## src/rtl/shreg_pkg.sv

```systemverilog
// Package: shared types for the bidirectional shift register.
// Assumes: the mode code is the two-bit value {hi, lo}.
package shreg_pkg;

    // Mode encoding; the values are fixed by the block's interface
    typedef enum logic [1:0] {
        MODE_SHR  = 2'b00,
        MODE_SHL  = 2'b01,
        MODE_HOLD = 2'b10,
        MODE_LOAD = 2'b11
    } shmode_e;

    // Per-bit source selection; all zero means keep the current bit
    typedef struct packed {
        logic take_upper;   // bit from the more significant neighbour
        logic take_lower;   // bit from the less significant neighbour
        logic take_par;     // bit from the parallel input
    } slice_sel_t;

endpackage

```

## src/rtl/shreg_mode_decode.sv

```systemverilog
// Module: shreg_mode_decode
// Turns the two-bit mode code into one-hot source selects that every bit
// slice shares. Assumes: purely combinational; hold gives an all-zero select.
module shreg_mode_decode
    import shreg_pkg::*;
(
    input  logic [1:0] code,
    output slice_sel_t sel
);

    shmode_e mode;
    assign mode = shmode_e'(code);

    // Decode the mode into one select per source
    always_comb begin
        sel = '0;
        case (mode)
            MODE_SHR:  sel.take_upper = 1'b1;
            MODE_SHL:  sel.take_lower = 1'b1;
            MODE_LOAD: sel.take_par   = 1'b1;
            default:   sel = '0;
        endcase
    end

endmodule

```

## src/rtl/shreg_bit_slice.sv

```systemverilog
// Module: shreg_bit_slice
// Computes the next value of one register bit from its own value, its two
// neighbours and its parallel input bit. Assumes: at most one select is set.
module shreg_bit_slice
    import shreg_pkg::*;
(
    input  slice_sel_t sel,
    input  logic       own,
    input  logic       upper,
    input  logic       lower,
    input  logic       par,
    output logic       nxt
);

    // Pick the source for this bit
    always_comb begin
        if (sel.take_par)
            nxt = par;
        else if (sel.take_upper)
            nxt = upper;
        else if (sel.take_lower)
            nxt = lower;
        else
            nxt = own;
    end

endmodule

```

## src/rtl/bidir_shift_reg.sv

```systemverilog
// Module: bidir_shift_reg
// W-bit register with four modes chosen by {mode_hi, mode_lo}: shift right,
// shift left, hold and parallel load. Synchronous active-low reset.
// Assumes: W >= 2.
module bidir_shift_reg
    import shreg_pkg::*;
#(
    parameter int W = 8
) (
    input  logic         clk,
    input  logic         rst_n,
    input  logic         mode_hi,
    input  logic         mode_lo,
    input  logic         ser_from_left,
    input  logic         ser_from_right,
    input  logic [W-1:0] par_in,
    output logic [W-1:0] q
);

    localparam int MSB = W - 1;

    slice_sel_t   sel;
    logic [W-1:0] nxt;

    shreg_mode_decode u_dec (
        .code ({mode_hi, mode_lo}),
        .sel  (sel)
    );

    // One slice per bit; the end bits take the serial inputs as neighbours
    for (genvar i = 0; i < W; i++) begin : g_bit
        logic up_src;
        logic lo_src;
        if (i == MSB) begin : g_top
            assign up_src = ser_from_left;
        end else begin : g_mid_up
            assign up_src = q[i+1];
        end
        if (i == 0) begin : g_bot
            assign lo_src = ser_from_right;
        end else begin : g_mid_lo
            assign lo_src = q[i-1];
        end
        shreg_bit_slice u_slice (
            .sel   (sel),
            .own   (q[i]),
            .upper (up_src),
            .lower (lo_src),
            .par   (par_in[i]),
            .nxt   (nxt[i])
        );
    end

    // State register with synchronous clear
    always_ff @(posedge clk) begin
        if (!rst_n)
            q <= '0;
        else
            q <= nxt;
    end

    // reset clears the register
    a_r1_reset_clears: assert property (@(posedge clk)
        !rst_n |=> q == '0);

    // right shift
    a_r2_shift_right: assert property (@(posedge clk) disable iff (!rst_n)
        ({mode_hi, mode_lo} == 2'b00)
        |=> q == {$past(ser_from_left), $past(q[MSB:1])});

    // left shift
    a_r3_shift_left: assert property (@(posedge clk) disable iff (!rst_n)
        ({mode_hi, mode_lo} == 2'b01)
        |=> q == {$past(q[MSB-1:0]), $past(ser_from_right)});

    // hold
    a_r4_hold: assert property (@(posedge clk) disable iff (!rst_n)
        ({mode_hi, mode_lo} == 2'b10) |=> $stable(q));

    // load
    a_r5_load: assert property (@(posedge clk) disable iff (!rst_n)
        ({mode_hi, mode_lo} == 2'b11) |=> q == $past(par_in));

endmodule

```

## config.mk

```make
export PLATFORM = sky130hd
export DESIGN_NAME = bidir_shift_reg
export DESIGN_NICKNAME = d
export VERILOG_FILES = /design/src/rtl/shreg_pkg.sv /design/src/rtl/shreg_mode_decode.sv /design/src/rtl/shreg_bit_slice.sv /design/src/rtl/bidir_shift_reg.sv
export SDC_FILE = /design/constraint.sdc
export NUM_CORES = 1
export LEC_CHECK = 0
export BUFFER_PORTS_ARGS = -buffer_cell sky130_fd_sc_hd__clkbuf_2
export CORE_AREA = 2 2 39 41
export CTS_BUF_LIST = sky130_fd_sc_hd__clkbuf_8 sky130_fd_sc_hd__clkbuf_16
export DETAILED_ROUTE_END_ITERATION = 16
export DIE_AREA = 0 0 41 43
export SKIP_CTS_REPAIR_TIMING = 1
export SYNTH_ARGS = -nofsm -noshare
export SYNTH_HDL_FRONTEND = slang
export SYNTH_SLANG_ARGS = --single-unit
```

## constraint.sdc

```tcl
create_clock -name clk -period 1.3 [get_ports clk]
set_input_delay 0.325 -clock clk [delete_from_list [all_inputs] [get_ports clk]]
set_output_delay 0.325 -clock clk [all_outputs]
set_load 0.01 [all_outputs]
```

==> flow_summary.yaml, run 1 <==
synthesis:
  yosysSeqAreaShare_pct: 33.7
  synth_fp_nets: 59
  yosysMostFrequentCell: "mux2i_1"
  yosysWarnings: 0
  synthArstFlopShare_pct: 0
  synthTopCellsByArea: "dfxtp_1 (34%), mux2i_1 (34%), buf_4 (13%)"
  syn_avg_cell_area_um2: 10.6
  synth-edff-count: 0
  synth_flop_cell: "dfxtp_1"
  synth_area_um2: 475
  syn_inst: 45
  synthTopCellsByCount: "mux2i_1 (16), buf_4 (8), dfxtp_1 (8), o22ai_1 (8)"
  synth_top_cell_by_area: "dfxtp_1"
  synth_top_cell_area_share_pct: 33.7
  ys_ff_latch: 8
  synth_cell_types: 9
layout:
  layout.nets: 75
  drive_above_1_share_pct: 42.4
  area_delta_synth_final_pct: 19.2
  antenna_cells: 0
  largest_registers: "q (8)"
  largest_register: "q"
  largest_register_ffs: 8
global_route:
  grt_overflow: 0
  grt_antenna_before_repair: 0
  grt_pass1_vias: 339
  grt_max_degree: 17
  grt_pass1_wl_um: 1390
  track_usage_pct: 12.1
critical_path:
  crit_buf_inv: 1
  path_max_fanout: 4
  path_cells: "clkbuf_2"
  arrival_ns: 0.76
  required_ns: 0.98
  critPathKind: "reg -> out"
  cp-end-kind: "output pin"
  start_kind: "register"
  slowest_delay_ns: 0.37
  cp_top_family: "flip-flops"
  critPathSlowestCell: "dfxtp_1"
drt:
  route.met2.wl_um: 370
  post_drt_wl_per_cell_um: 11.6
  via_per_inst: 4.81
  wl_um: 867
  post-route-drc-count: 0
  wl_met3_um: 80
  m1WireLength_um: 410
  drtAntennaViolNets: 0
  drt_iter0_drc: 3
  drt_pass1_iterations: 4
  routed.top_layer: "met4"
  vias: 361
placement:
  gp_congestion: 0.637
  dp_worst_setup_slack_ns: 0.281
  io_buffer_count: 21
clock_tree:
  clock_sinks: 8
  clk_path_buf_depth: 2
  htree_num_levels: 1
  cts_tree: "built"
  insertion_delay_ns: 0.23
  numCtsBuffers: 3
  clkTransAtPathRegs_ns: 0.04
  clk_root_buffer_cell: "clkbuf_8"
die:
  dieArea_um2: 1760
  row_count: 14
  initial_core_util_pct: 34.4
  io_pins: 22
  die_w_um: 41
  coreArea_um2: 1380
  chipHeight_um: 43
sta:
  hold_viol: 0
  finalSetupViolations: 0
  min_period_over_period_pct: 83.1
  fin_crit_ns: 1.08
  clock-skew-final_ns: 0.000491
  drv_slew: 0
  fmax_mhz: 925
  max-slew-margin-rel_pct: 78.6
  worstMarginPinSlew_ns: 0.321
  rsz0062_at_grt: "false"
  worst_slack_ns: 0.219
  tns_ns: 0
hold_path:
  hold_path.class: "in -> reg"
pwr:
  ir_drop_uv: 704
  p_leak_nw: 0.287
  power_density_nw_per_um2: 1200
run:
  cap_violations: 0
status:
  status: "finished clean"
[metal layers]
layer / vias up / track usage, %
li1: 184 / -
met1: 159 / 16.5
met2: 16 / 15.0
met3: 2 / 7.85
met4: 0 / 4.00
met5: - / 0
[worst reg2reg max path, delay by kind of cell, from the launching register on]
family | cells | cell delay [ns]
AO/OA/AOI/OAI | 1 | 0.15
flip-flops | 1 | 0.37
multiplexers | 1 | 0.09
[logic make-up (layout without fill, tap and decap cells)]
logic type | count (synthesis) | in the layout | synth area share, %
flops | 8 | 8 | 33.7
compound gates | 8 | 8 | 10.5
simple gates | 2 | 2 | 2.11
mux | 16 | 16 | 33.7
buf+inv | 11 | 25 | 20.0
[per-stage QoR]
step           instance area (um2)  utilization [%]  cells  hold slack [ns]  power (mW)
2_1_floorplan                  475                -     45            0.498       0.368
3_3_place_gp                   526             38.0     72            0.563       0.386
3_5_place_dp                   526             38.0     72            0.567       0.388
4_1_cts                        567             41.0     75            0.368       0.695
5_1_grt                        567             41.0     75            0.383       0.723
6_report                       567             41.0     75            0.368       0.680
[path summary, 6_finish.rpt]
path              cells past startpoint   end  slack (ns)       from
setup / recovery                      1  q[5]        0.22       q[5]
hold / removal                        3  q[6]        0.37  par_in[6]
setup reg to reg                      2  q[4]        0.61       q[4]
hold reg to reg                       2  q[1]        0.57       q[0]
[power by group]
group	total, mW	internal (mW)	switching (mW)
sequential	0.275	0.261	0.0134
clock	0.297	0.201	0.0966
combinational	0.108	0.0588	0.0493
total	0.680	0.521	0.159
[cell type report]
cell class | instances | area, um2
sequential | 8 | 160
tap | 16 | 20.0
timing repair buffer | 22 | 125
multi-input combinational | 26 | 220
clock buffer | 3 | 41.3
fill | 140 | 817
[cell usage in the layout (no fill, tap or decap)]
cell type	instances
clkbuf_2	21
mux2i_1	16
o22ai_1	8
dfxtp_1	8
clkbuf_8	3
nand2b_1	1
nand2_1	1
buf_12	1
Power figures use the tool's default switching activity.
==> run 2: changes to the inputs <==
- ABC_AREA: not set -> 1
- PLACE_DENSITY: not set -> 0.72
- clock period: 1.3 -> 1.12 ns (I/O delays scaled with it)
==> run 2 against run 1 <==
Clock power increased by 17%; sequential share of layout area shrank 5.2 points; synthesized cell count increased by 89%; combinational power is 88% higher; critical path type unchanged.
==> flow_summary.yaml, run 2 <==
drt:
  post_drt_wl_per_cell_um: 10.4
  wl_um: 1230
  vias: 552
  drtAntennaViolNets: 0
  drt_iter0_drc: 6
  post-route-drc-count: 0
  drt_pass1_iterations: 4
  via_per_inst: 4.68
global_route:
  grt_antenna_before_repair: 0
  track_usage_pct: 17.1
  grt_max_degree: 11
  grt_overflow: 0
  grt_pass1_wl_um: 1980
  grt_pass1_vias: 467
synthesis:
  synth_cell_types: 15
  yosysSeqAreaShare_pct: 27.6
  synthSimpleGateAreaFrac_pct: 33.6
  synthTopCellsByCount: "nand2_1 (16), o21ai_1 (11), buf_4 (9)"
  syn_inst: 85
  synth-edff-count: 0
  synth_area_um2: 581
  synth_top_cell_by_area: "dfxtp_1"
  yosysMostFrequentCell: "nand2_1"
  synth_flop_cell: "dfxtp_1"
  synth_xor_area_share_pct: 0
  ys_ff_latch: 8
  synth_fp_nets: 99
  synthAdderAreaFrac_pct: 0
  yosysWarnings: 0
  synthMuxAreaShare_pct: 0
  synth_top_family_by_area: "simple AND/OR/NAND/NOR gates"
  synthArstFlopShare_pct: 0
  synth_top_cell_area_share_pct: 27.6
  synth_compound_area_share_pct: 17.2
  syn_avg_cell_area_um2: 6.83
  synthTopCellsByArea: "dfxtp_1 (28%), buf_4 (12%), nand2_1 (10%)"
pwr:
  power_mw: 0.881
  p_leak_nw: 0.357
  ir_drop_uv: 715
  power_density_nw_per_um2: 1270
layout:
  largest_register: "q"
  antenna_cells: 0
  layout_common_cells: "clkbuf_2 (21), nand2_1 (16), o21ai_1 (11)"
  drive_above_1_share_pct: 37.3
  layout.nets: 118
  largest_registers: "q (8)"
  final_common_cell: "clkbuf_2"
  largest_register_ffs: 8
  area_delta_synth_final_pct: 19.6
  utilization_pct: 50.2
die:
  dieArea_um2: 1760
  die_w_um: 41
  row_count: 14
  chipHeight_um: 43
  coreArea_um2: 1380
  initial_core_util_pct: 42.0
  io_pins: 22
critical_path:
  path_cells: "clkbuf_2"
  required_ns: 0.84
  cp-end-kind: "output pin"
  slowest_delay_ns: 0.37
  path_max_fanout: 4
  start_kind: "register"
  arrival_ns: 0.76
  crit_buf_inv: 1
  critPathKind: "reg -> out"
  cp_top_family: "flip-flops"
  critPathSlowestCell: "dfxtp_1"
placement:
  gp_congestion: 0.779
  io_buffer_count: 21
  place_hpwl_um: 887
sta:
  fmax_mhz: 965
  hold_viol: 0
  whs_ns: 0.343
  max-slew-margin-rel_pct: 89.1
  rsz0062_at_grt: "false"
  finalSetupViolations: 0
  drv_slew: 0
  worstMarginPinSlew_ns: 0.164
  fin_crit_ns: 1.04
  min_period_over_period_pct: 92.5
  clock-skew-final_ns: 0.00529
  tns_ns: 0
clock_tree:
  clock_sinks: 8
  cts_tree: "built"
  htree_num_levels: 1
  insertion_delay_ns: 0.23
  clk_path_buf_depth: 2
  clk_root_buffer_cell: "clkbuf_8"
  numCtsBuffers: 3
  clkTransAtPathRegs_ns: 0.04
status:
  status: "finished clean"
hold_path:
  hold_path.class: "in -> reg"
run:
  cap_violations: 0
==> run 2: cells by family (layout without fill, tap and decap cells) <==
group                  after synthesis  in the layout
DFF                                  8              8
and+or+nand+nor                     37             37
AOI/OAI and AO/OA                   20             20
buffers and inverters               20             37
==> run 2: where the power goes <==
part / internal [mW] / leakage, nW / switching [mW]
Clock: 0.233 / 0.0216 / 0.115
Combinational: 0.0879 / 0.269 / 0.115
Sequential: 0.311 / 0.0664 / 0.0191
Total: 0.632 / 0.357 / 0.249
==> run 2: worst paths after layout <==
path	startpoint	endpoint	slack [ns]	cells after the start
max	q[3]	q[3]	0.08	1
min	par_in[4]	q[4]	0.34	3
max reg2reg	q[4]	q[3]	0.37	4
min reg2reg	q[5]	q[5]	0.53	2
==> run 2: area by class of cell <==
class,instances,area [um2]
clock buffers,3,41.3
inverters,11,57.6
fillers,144,689
well taps,16,20.0
multi-input cells,57,295
flip-flops and latches,8,160
repair buffers,23,120
==> run 2: metal layers <==
| layer | routed length (um) | vias up | track usage [%] |
|---|---|---|---|
| met5 | 0 | - | 0 |
| met4 | 40 | 0 | 12.0 |
| met3 | 86 | 5 | 4.71 |
| met2 | 527 | 21 | 22.8 |
| met1 | 574 | 230 | 22.7 |
| li1 | - | 296 | - |
==> run 2: stage by stage <==
step | instances | cell area (um2) | worst slack (ns)
after floorplan | 85 | 581 | 0.262
after global placement | 115 | 653 | 0.0428
after detailed placement | 115 | 653 | 0.0352
after CTS | 118 | 694 | 0.0852
after global routing | 118 | 694 | 0.0610
final | 118 | 694 | 0.0841
==> run 3: changes to the inputs <==
- PLACE_DENSITY: 0.72 -> 0.76
==> run 3 against run 2 <==
Non-clock buffer count increased by 2; wire length increased by 4.4%; critical path type unchanged; sequential share of layout area down 0.49 points; power up 0.93%; final cell count is 1.7% higher; count of clock-buffer cells in the layout stayed put; largest power group unchanged; register-to-register slack about the same; design area is 2.2% higher; utilization grew 1.1 points; setup slack gained 0.00073 ns; highest routed layer unchanged; global-route usage up 0.44 points.
==> flow_summary.yaml, run 3 (synthesized netlist as in run 2, its figures left out) <==
status:
  status: "finished clean"
layout:
  layout_common_cells: "clkbuf_2 (21), nand2_1 (16), o21ai_1 (11)"
  layout.nets: 120
  largest_register: "q"
  largest_register_ffs: 8
  utilization_pct: 51.3
  drive_above_1_share_pct: 38.5
  final_common_cell: "clkbuf_2"
  antenna_cells: 0
  postLayoutCellArea_um2: 709
  instances_no_fill: 120
  area_delta_synth_final_pct: 22.2
  largest_registers: "q (8)"
critical_path:
  crit_buf_inv: 1
  critPathSlowestCell: "dfxtp_1"
  r2r-end: "q[4]"
  startpoint: "q[3]"
  critPathKind: "reg -> out"
  arrival_ns: 0.76
  r2r_cells: 4
  start_kind: "register"
  critPathCapture: "q[3]"
  path_depth: 1
  cp-end-kind: "output pin"
  required_ns: 0.84
  slowest_delay_ns: 0.37
  path_cells: "clkbuf_2"
  reg2reg_from: "q[3]"
  regToRegSetupSlack_ns: 0.37
  cp_top_family: "flip-flops"
  path_max_fanout: 4
die:
  dieArea_um2: 1760
  coreArea_um2: 1380
  row_count: 14
  chipHeight_um: 43
  io_pins: 22
  initial_core_util_pct: 42.0
  die_w_um: 41
placement:
  gp_congestion: 0.770
  io_buffer_count: 21
  place_inst: 117
  placed_cell_area_um2: 668
  place_hpwl_um: 983
sta:
  clock-skew-final_ns: 0.00160
  rsz0062_at_grt: "false"
  whs_ns: 0.359
  fin_crit_ns: 1.04
  min_period_over_period_pct: 92.4
  max-slew-margin-rel_pct: 89.1
  tns_ns: 0
  finalSetupViolations: 0
  fmax_mhz: 966
  drv_slew: 0
  hold_viol: 0
  worstMarginPinSlew_ns: 0.163
clock_tree:
  clock_sinks: 8
  insertion_delay_ns: 0.23
  numCtsBuffers: 3
  clk_root_buffer_cell: "clkbuf_8"
  clk_path_buf_depth: 2
  htree_num_levels: 1
  clkTransAtPathRegs_ns: 0.04
  cts_tree: "built"
global_route:
  grt_pass1_wl_um: 2000
  track_usage_pct: 17.6
  grt_max_degree: 11
  grt_overflow: 0
  grt_antenna_before_repair: 0
  grt_pass1_vias: 494
drt:
  drt_iter0_drc: 10
  drtAntennaViolNets: 0
  post-route-drc-count: 0
  vias: 580
  via_per_inst: 4.83
  drt_pass1_iterations: 4
  wl_um: 1280
  post_drt_wl_per_cell_um: 10.7
run:
  cap_violations: 0
pwr:
  power_density_nw_per_um2: 1250
  ir_drop_uv: 579
  p_leak_nw: 0.367
hold_path:
  hold_path.class: "in -> reg"
run 3: cell type report:
class / count / area [um2]
Timing Repair Buffer: 25 / 135
Sequential cell: 8 / 160
Fill cell: 137 / 674
Tap cell: 16 / 20.0
Clock buffer: 3 / 41.3
Multi-Input combinational cell: 57 / 295
Inverter: 11 / 57.6
run 3: through the flow:
step | setup WS (ns) | total power, mW
finish | 0.0848 | 0.889
global route | 0.0283 | 0.934
CTS | 0.0859 | 0.898
detailed placement | 0.0574 | 0.544
global placement | 0.0766 | 0.542
floorplan | 0.262 | 0.494
run 3: worst min-delay path by stage:
stage / from / end / cells past startpoint
after floorplan: rst_n / q[3] / 2
after global placement: q[6] / q[6] / 2
after detailed placement: q[5] / q[5] / 2
after CTS: par_in[6] / q[6] / 3
after global routing: par_in[4] / q[4] / 3
final: par_in[6] / q[6] / 3
run 3: routing by layer:
metal / wire length, um / part of all wire, % / vias to the layer above / GRT usage [%]
li1: - / - / 299 / -
met1: 558 / 43 / 256 / 20.3
met5: 0 / 0 / - / 0
met4: 33 / 2.6 / 0 / 12.0
met3: 70 / 5.5 / 4 / 4.71
met2: 622 / 48 / 21 / 26.6
run 3: report_power, final:
group          internal [mW]  switching, mW
registers              0.311         0.0191
clock network          0.233          0.116
logic                 0.0925          0.118
